### src/rtl/tsc_pkg.sv
package tsc_pkg;

    localparam int ADDR_W = 16;
    localparam int STEP_N = 4;
    localparam int STEP_W = $clog2(STEP_N);

    // register codes on the configuration port
    typedef enum logic [1:0] {
        REG_LO    = 2'd0,
        REG_HI    = 2'd1,
        REG_MATCH = 2'd2,
        REG_CTRL  = 2'd3
    } cfg_reg_e;

    // control word bit positions
    localparam int CTRL_ST_EN  = 0;
    localparam int CTRL_KEEP   = 1;
    localparam int CTRL_ADV_EN = 2;
    localparam int CTRL_TRIG   = 3;
    localparam int CTRL_NEXT   = 4;
    localparam int CTRL_USED   = CTRL_NEXT + STEP_W;

    typedef struct packed {
        logic [ADDR_W-1:0] lo;
        logic [ADDR_W-1:0] hi;
        logic [ADDR_W-1:0] match;
        logic              st_en;
        logic              keep;
        logic              adv_en;
        logic              trig;
        logic [STEP_W-1:0] nxt;
    } step_cfg_t;

    function automatic logic in_window(input logic [ADDR_W-1:0] a,
                                       input logic [ADDR_W-1:0] lo,
                                       input logic [ADDR_W-1:0] hi);
        return (a >= lo) && (a <= hi);
    endfunction

endpackage

### src/rtl/tsc_cfg_regs.sv
module tsc_cfg_regs
    import tsc_pkg::*;
(
    input  logic              clk,
    input  logic              rst,
    input  logic              cfg_we,
    input  logic [STEP_W-1:0] cfg_step,
    input  logic [1:0]        cfg_reg,
    input  logic [ADDR_W-1:0] cfg_wdata,
    output step_cfg_t         cfg_o [STEP_N]
);

    step_cfg_t regs [STEP_N];
    logic      unused_hi_bits;

    assign unused_hi_bits = ^cfg_wdata[ADDR_W-1:CTRL_USED];

    for (genvar s = 0; s < STEP_N; s++) begin : g_step
        always_ff @(posedge clk) begin
            if (rst) begin
                regs[s] <= '0;
            end else if (cfg_we && (cfg_step == STEP_W'(s))) begin
                case (cfg_reg_e'(cfg_reg))
                    REG_LO:    regs[s].lo    <= cfg_wdata;
                    REG_HI:    regs[s].hi    <= cfg_wdata;
                    REG_MATCH: regs[s].match <= cfg_wdata;
                    REG_CTRL: begin
                        regs[s].st_en  <= cfg_wdata[CTRL_ST_EN];
                        regs[s].keep   <= cfg_wdata[CTRL_KEEP];
                        regs[s].adv_en <= cfg_wdata[CTRL_ADV_EN];
                        regs[s].trig   <= cfg_wdata[CTRL_TRIG];
                        regs[s].nxt    <= cfg_wdata[CTRL_NEXT +: STEP_W];
                    end
                    default: ;
                endcase
            end
        end
        assign cfg_o[s] = regs[s];
    end

endmodule

### src/rtl/tsc_qualify.sv
module tsc_qualify
    import tsc_pkg::*;
(
    input  step_cfg_t         cur,
    input  logic [ADDR_W-1:0] addr,
    input  logic              dflt_store,
    output logic              store,
    output logic              hit
);

    logic in_win;

    always_comb begin
        in_win = cur.st_en && in_window(addr, cur.lo, cur.hi);
        // the step overrides the default only inside its own window
        store  = in_win ? cur.keep : dflt_store;
        hit    = cur.adv_en && (addr == cur.match);
    end

endmodule

### src/rtl/tsc_sequencer.sv
module tsc_sequencer
    import tsc_pkg::*;
(
    input  logic              clk,
    input  logic              rst,
    input  logic              arm,
    input  logic              adv,
    input  logic              trig_act,
    input  logic [STEP_W-1:0] nxt,
    output logic [STEP_W-1:0] step_q,
    output logic              trig_q
);

    always_ff @(posedge clk) begin
        if (rst || arm) begin
            step_q <= '0;
            trig_q <= 1'b0;
        end else if (adv) begin
            step_q <= nxt;
            if (trig_act) trig_q <= 1'b1;
        end
    end

    p_arm_home_r2: assert property (@(posedge clk) disable iff (rst)
        arm |=> (step_q == '0) && !trig_q);

    p_step_hold_r5: assert property (@(posedge clk) disable iff (rst)
        (!arm && !adv) |=> $stable(step_q));

    p_trig_sticky_r6: assert property (@(posedge clk) disable iff (rst)
        (trig_q && !arm) |=> trig_q);

endmodule

### src/rtl/tsc_capture.sv
module tsc_capture #(
    parameter  int DATA_W    = 16,
    parameter  int MEM_DEPTH = 1024,
    localparam int AW        = $clog2(MEM_DEPTH),
    localparam int CNT_W     = AW + 1
) (
    input  logic              clk,
    input  logic              rst,
    input  logic              arm,
    input  logic              smp_valid,
    input  logic              store,
    input  logic              trig,
    input  logic [DATA_W-1:0] smp_data,
    input  logic [CNT_W-1:0]  post_cnt,
    output logic              run,
    output logic              done,
    output logic              mem_we,
    output logic [AW-1:0]     mem_waddr,
    output logic [DATA_W-1:0] mem_wdata
);

    logic              armed_q, done_q;
    logic [AW-1:0]     wptr_q;
    logic [CNT_W-1:0]  pcnt_q;
    logic              active, quota_met, wr;

    assign active    = armed_q && !done_q;
    assign quota_met = trig && (pcnt_q == post_cnt);
    assign run       = active && !quota_met;
    assign wr        = run && smp_valid && store;
    assign done      = done_q;

    always_ff @(posedge clk) begin
        if (rst) begin
            armed_q   <= 1'b0;
            done_q    <= 1'b0;
            wptr_q    <= '0;
            pcnt_q    <= '0;
            mem_we    <= 1'b0;
            mem_waddr <= '0;
            mem_wdata <= '0;
        end else if (arm) begin
            armed_q <= 1'b1;
            done_q  <= 1'b0;
            wptr_q  <= '0;
            pcnt_q  <= '0;
            mem_we  <= 1'b0;
        end else begin
            mem_we <= wr;
            if (wr) begin
                mem_waddr <= wptr_q;
                mem_wdata <= smp_data;
                wptr_q    <= (wptr_q == AW'(MEM_DEPTH - 1)) ? '0 : wptr_q + 1'b1;
                if (trig) pcnt_q <= pcnt_q + 1'b1;
            end
            if (active && quota_met) done_q <= 1'b1;
        end
    end

    p_write_follows_r7: assert property (@(posedge clk) disable iff (rst)
        (!arm && wr) |=> mem_we && (mem_wdata == $past(smp_data)));

    p_no_spurious_write_r9: assert property (@(posedge clk) disable iff (rst)
        (!arm && !wr) |=> !mem_we);

    p_done_sticky_r8: assert property (@(posedge clk) disable iff (rst)
        (done_q && !arm) |=> done_q);

    p_done_needs_trig_r8: assert property (@(posedge clk) disable iff (rst)
        done_q |-> trig);

    p_arm_clears_r2: assert property (@(posedge clk) disable iff (rst)
        arm |=> !done_q && !mem_we && (wptr_q == '0));

endmodule

### src/rtl/trig_seq_capture.sv
module trig_seq_capture
    import tsc_pkg::*;
#(
    parameter  int DATA_W    = 16,
    parameter  int MEM_DEPTH = 1024,
    localparam int AW        = $clog2(MEM_DEPTH),
    localparam int CNT_W     = AW + 1
) (
    input  logic              clk,
    input  logic              rst,
    input  logic              arm,
    input  logic              dflt_store,
    input  logic [CNT_W-1:0]  post_cnt,
    input  logic              cfg_we,
    input  logic [STEP_W-1:0] cfg_step,
    input  logic [1:0]        cfg_reg,
    input  logic [ADDR_W-1:0] cfg_wdata,
    input  logic              smp_valid,
    input  logic [ADDR_W-1:0] smp_addr,
    input  logic [DATA_W-1:0] smp_data,
    output logic              mem_we,
    output logic [AW-1:0]     mem_waddr,
    output logic [DATA_W-1:0] mem_wdata,
    output logic              trig_flag,
    output logic              done_flag
);

    step_cfg_t         cfg [STEP_N];
    step_cfg_t         cur;
    logic [STEP_W-1:0] step_q;
    logic              store, hit, run, adv;

    tsc_cfg_regs u_cfg (
        .clk       (clk),
        .rst       (rst),
        .cfg_we    (cfg_we),
        .cfg_step  (cfg_step),
        .cfg_reg   (cfg_reg),
        .cfg_wdata (cfg_wdata),
        .cfg_o     (cfg)
    );

    // only the active step's conditions are evaluated
    assign cur = cfg[step_q];

    tsc_qualify u_qual (
        .cur        (cur),
        .addr       (smp_addr),
        .dflt_store (dflt_store),
        .store      (store),
        .hit        (hit)
    );

    assign adv = run && smp_valid && hit;

    tsc_sequencer u_seq (
        .clk      (clk),
        .rst      (rst),
        .arm      (arm),
        .adv      (adv),
        .trig_act (cur.trig),
        .nxt      (cur.nxt),
        .step_q   (step_q),
        .trig_q   (trig_flag)
    );

    tsc_capture #(
        .DATA_W    (DATA_W),
        .MEM_DEPTH (MEM_DEPTH)
    ) u_cap (
        .clk       (clk),
        .rst       (rst),
        .arm       (arm),
        .smp_valid (smp_valid),
        .store     (store),
        .trig      (trig_flag),
        .smp_data  (smp_data),
        .post_cnt  (post_cnt),
        .run       (run),
        .done      (done_flag),
        .mem_we    (mem_we),
        .mem_waddr (mem_waddr),
        .mem_wdata (mem_wdata)
    );

    p_quiet_after_reset_r1: assert property (@(posedge clk)
        $past(rst) |-> !mem_we && !trig_flag && !done_flag);

endmodule

### config.mk
export PLATFORM = sky130hd
export DESIGN_NAME = trig_seq_capture
export DESIGN_NICKNAME = d
export VERILOG_FILES = /design/src/rtl/tsc_pkg.sv /design/src/rtl/tsc_cfg_regs.sv /design/src/rtl/tsc_qualify.sv /design/src/rtl/tsc_sequencer.sv /design/src/rtl/tsc_capture.sv /design/src/rtl/trig_seq_capture.sv
export SDC_FILE = /design/constraint.sdc
export NUM_CORES = 1
export LEC_CHECK = 0
export BUFFER_PORTS_ARGS = -buffer_cell sky130_fd_sc_hd__buf_2
export CAP_MARGIN = 25
export CORE_MARGIN = 2
export CORE_UTILIZATION = 37
export DETAILED_ROUTE_END_ITERATION = 8
export PLACE_DENSITY = 0.59
export SLEW_MARGIN = 15
export SYNTH_ARGS = -nofsm -noshare
export SYNTH_HDL_FRONTEND = slang
export SYNTH_SLANG_ARGS = --single-unit
### constraint.sdc
create_clock -name clk -period 7.1 [get_ports clk]
set_input_delay 0.71 -clock clk [delete_from_list [all_inputs] [get_ports clk]]
set_output_delay 0.71 -clock clk [all_outputs]
set_load 0.1 [all_outputs]
==> results.md <==
- Critical path, cell by cell: mux4_2, inv_1, ha_1, a21oi_1, o21ai_1, a221o_1, o31ai_1, and4bb_1, nor2_2, nor2_1, o221a_2
- Critical R2R Launch: u_seq.step_q[0]
- DPL Wire Length: 20.3 mm
- Met1 Resource Use GR: 0.236
- VDD IR-drop max: 0.000181 V
- Fin util: 0.431
- Final net count: 1159
- Synth Flop Type: edfxtp_1
- Top cells by count, synth: 223 x and2_1, 216 x edfxtp_1, 56 x nor2_1
- Hold worst-path end: u_cap.mem_wdata[4]
- Vias in the first global route: 7783
- Crit-path max FO: 43
- Antenna violations before repair: 1
- DR DRC count: 0
- GRT met2 Usage: 0.278
- Drt via density: 5.04
- CP arrival: 5010 ps
- First drt pass iteration count: 4
- Die Span X: 190 um
- Post-Syn Area: 12800 um2
- Lkg Pwr: 5.65 nW
- Crit path max-delay family: compound AO/OA/AOI/OAI gates
- Core box area: 34300 um2
- GR Layer Usage met3: 0.0275
- Unique masters post-synth: 52
- Worst Path Buf+Inv: 1
- Vias: 7734
- Final wirelength: 30.1 mm
- FF+latch count, synth: 269
- CTS H-Tree Depth: 1
- Avg Inst Size Synth: 13.4 um2
- Worst-skew pair later-pin latency: 570 ps
- Ports: 98
- First-pass GRT wire length: 46.4 mm
- Unrepaired setup endpoints after global routing: no
- GP Congestion: 0.755
- Count leader, synth: and2_1
- Site Rows: 68
- Clock Tree Root: clkbuf_16
- TNS Setup: 0 ps
- Area share of the largest cell type after synthesis: 0.508
- Bufs on Longest Clock Path: 3
- Tcrit/Tclk final: 0.643
- Post-CTS sizing: 0
- R2r endpoint: u_cap.wptr_q[7]
- PD cells: 241 nW/um2
- Largest net degree at the start of global routing: 44
- Dpl cells: 1476
- Hold path start: smp_data[4]
- CP max-delay cell: dfxtp_4
- Final worst slack: 2530 ps
- Hold Buf Count CTS: 0
- Starting DRT DRC Count: 518
- Non-Filler Instances: 1536
- Max-cap viol count: 0
- Num CTS Buffers: 31
- Hold Crit Class: primary input to register
- Filler instances: 3194
- Post-synth EDFFs: 216
- Critical path's largest stage delay: 950 ps
- Worst Setup Start Kind: register
- GRT busiest layer: met2
- Initial Util: 0.372
- Worst slew pin tran: 1010 ps
- Gr usage total: 0.169
- Worst Path Required: 7540 ps
- Hold Path Cell Cnt: 3
- Share of cells above drive strength 1: 0.227
- Ys Warns: 0
- Die Y: 190 um
- Final setup violation count: 0
- R2R Setup Slk: 2530 ps
- Post-CTS Repair Setup Buffers: 0
- Yosys top cell by area: edfxtp_1
- CP endpoint kind: register
- Synth Net Count: 1059
- Post-layout min period: 4570 ps
- # clock sinks: 269
- Kind of critical path: register to register
- Pins over their slew limit: 0
- Synth area leaders: edfxtp_1 51%, and2_1 11%, mux4_2 9.2%
- Total grt overflow: 0
- Buffers on Ports: 97
- Worst Skew: 31.5 ps
- Antenna viol nets, final: 0
- Rel. slew slack: 0.325
- CTS tree: yes
- Clock Pin Slew Worst Setup and Hold Paths: 60 ps
- Die area: 36000 um2
- Max Clk Rate: 219 MHz
- Status: completed
- R2R depth: 11
- Sequential fraction of the synthesis area: 0.591
- WL/cell: 19.6 um
- Final Hold Viols: 0
- Post-Syn Instances: 956
- Area growth, synth to finish: 15.8%
- Setup slack at placement: 2500 ps
- Asr flop ratio synth: 0
## cell families (layout without fill, tap and decap cells)
group,Yosys count,after routing,synth area share
AND/OR/NAND/NOR,368,368,0.167
other,0,1,0
multiplexers,83,83,0.116
flip-flops,269,269,0.591
adder cells (fa/ha/maj),34,34,0.0333
AO/OA/AOI/OAI,77,77,0.0387
XOR/XNOR,32,32,0.0220
buffers and inverters,93,217,0.0320
## state kept, by name, indices dropped and copies added (netlist names)
name,count
u_cap.mem_wdata,16
u_cap.mem_we,1
u_seq.trig_q,1
u_cap.wptr_q,10
u_seq.step_q,2
u_cap.mem_waddr,10
u_cap.armed_q,1
u_cfg.regs,216
u_cap.pcnt_q,11
u_cap.done,1
## worst max-delay path by stage
stage / start / to / slack, ps / cells after the start
after floorplan: u_seq.step_q[0] / u_cap.mem_waddr[8] / 2830 / 17
after global placement: u_seq.step_q[0] / u_cap.mem_wdata[10] / 2530 / 11
after detailed placement: u_seq.step_q[0] / u_cap.mem_wdata[3] / 2500 / 11
after CTS: u_seq.step_q[0] / u_cap.mem_wdata[3] / 2500 / 11
after global routing: u_seq.step_q[0] / u_cap.wptr_q[9] / 2150 / 11
final: u_seq.step_q[0] / u_cap.wptr_q[7] / 2530 / 11
## layer usage
layer,routed length (um),part of all wire
met4,729,0.024
met5,0,0
met2,14200,0.47
met3,1690,0.056
met1,13500,0.45
## worst reg2reg max path, delay by kind of cell, from the launching register on
| kind | cells | cell delay [ps] |
|---|---|---|
| AO/OA/AOI/OAI | 5 | 1310 |
| buffers and inverters | 1 | 70 |
| adder cells (fa/ha/maj) | 1 | 240 |
| flip-flops | 1 | 950 |
| AND/OR/NAND/NOR | 3 | 1270 |
| multiplexers | 1 | 620 |
## placed cells by master (no fill, tap or decap), types with 29 or more instances in the layout
master,synthesis,routed
and2_1,223,223
edfxtp_1,216,216
buf_2,6,97
nor2_1,56,55
mux4_2,52,52
dfxtp_1,53,51
inv_1,36,36
ha_1,34,34
clkbuf_16,0,31
mux2i_1,29,29
## power by group
part	internal, mW	total, mW	switching, mW
Clock	0.901	1.53	0.629
Sequential	1.78	1.80	0.0203
Combinational	0.0864	0.237	0.151
Total	2.77	3.57	0.800
## stage by stage
| stage | hold slack (ps) | total power [mW] | area (um2) |
|---|---|---|---|
| after floorplan | 459 | 1.97 | 12800 |
| after global placement | 469 | 2.06 | 13700 |
| after detailed placement | 481 | 2.07 | 13800 |
| after CTS | 378 | 3.60 | 14800 |
| after global routing | 391 | 3.69 | 14800 |
| final | 404 | 3.57 | 14800 |
## layout make-up
cell class,instances,area (um2),share of cell area
clock buffer,34,787,0.0532
antenna,1,2.50,0.000169
tap,455,569,0.0385
sequential,269,7550,0.511
clock inverter,23,188,0.0127
inverter,36,135,0.00914
multi-input combinational,594,4840,0.328
timing repair buffer,124,704,0.0477
(Power assumes the default switching activity.)
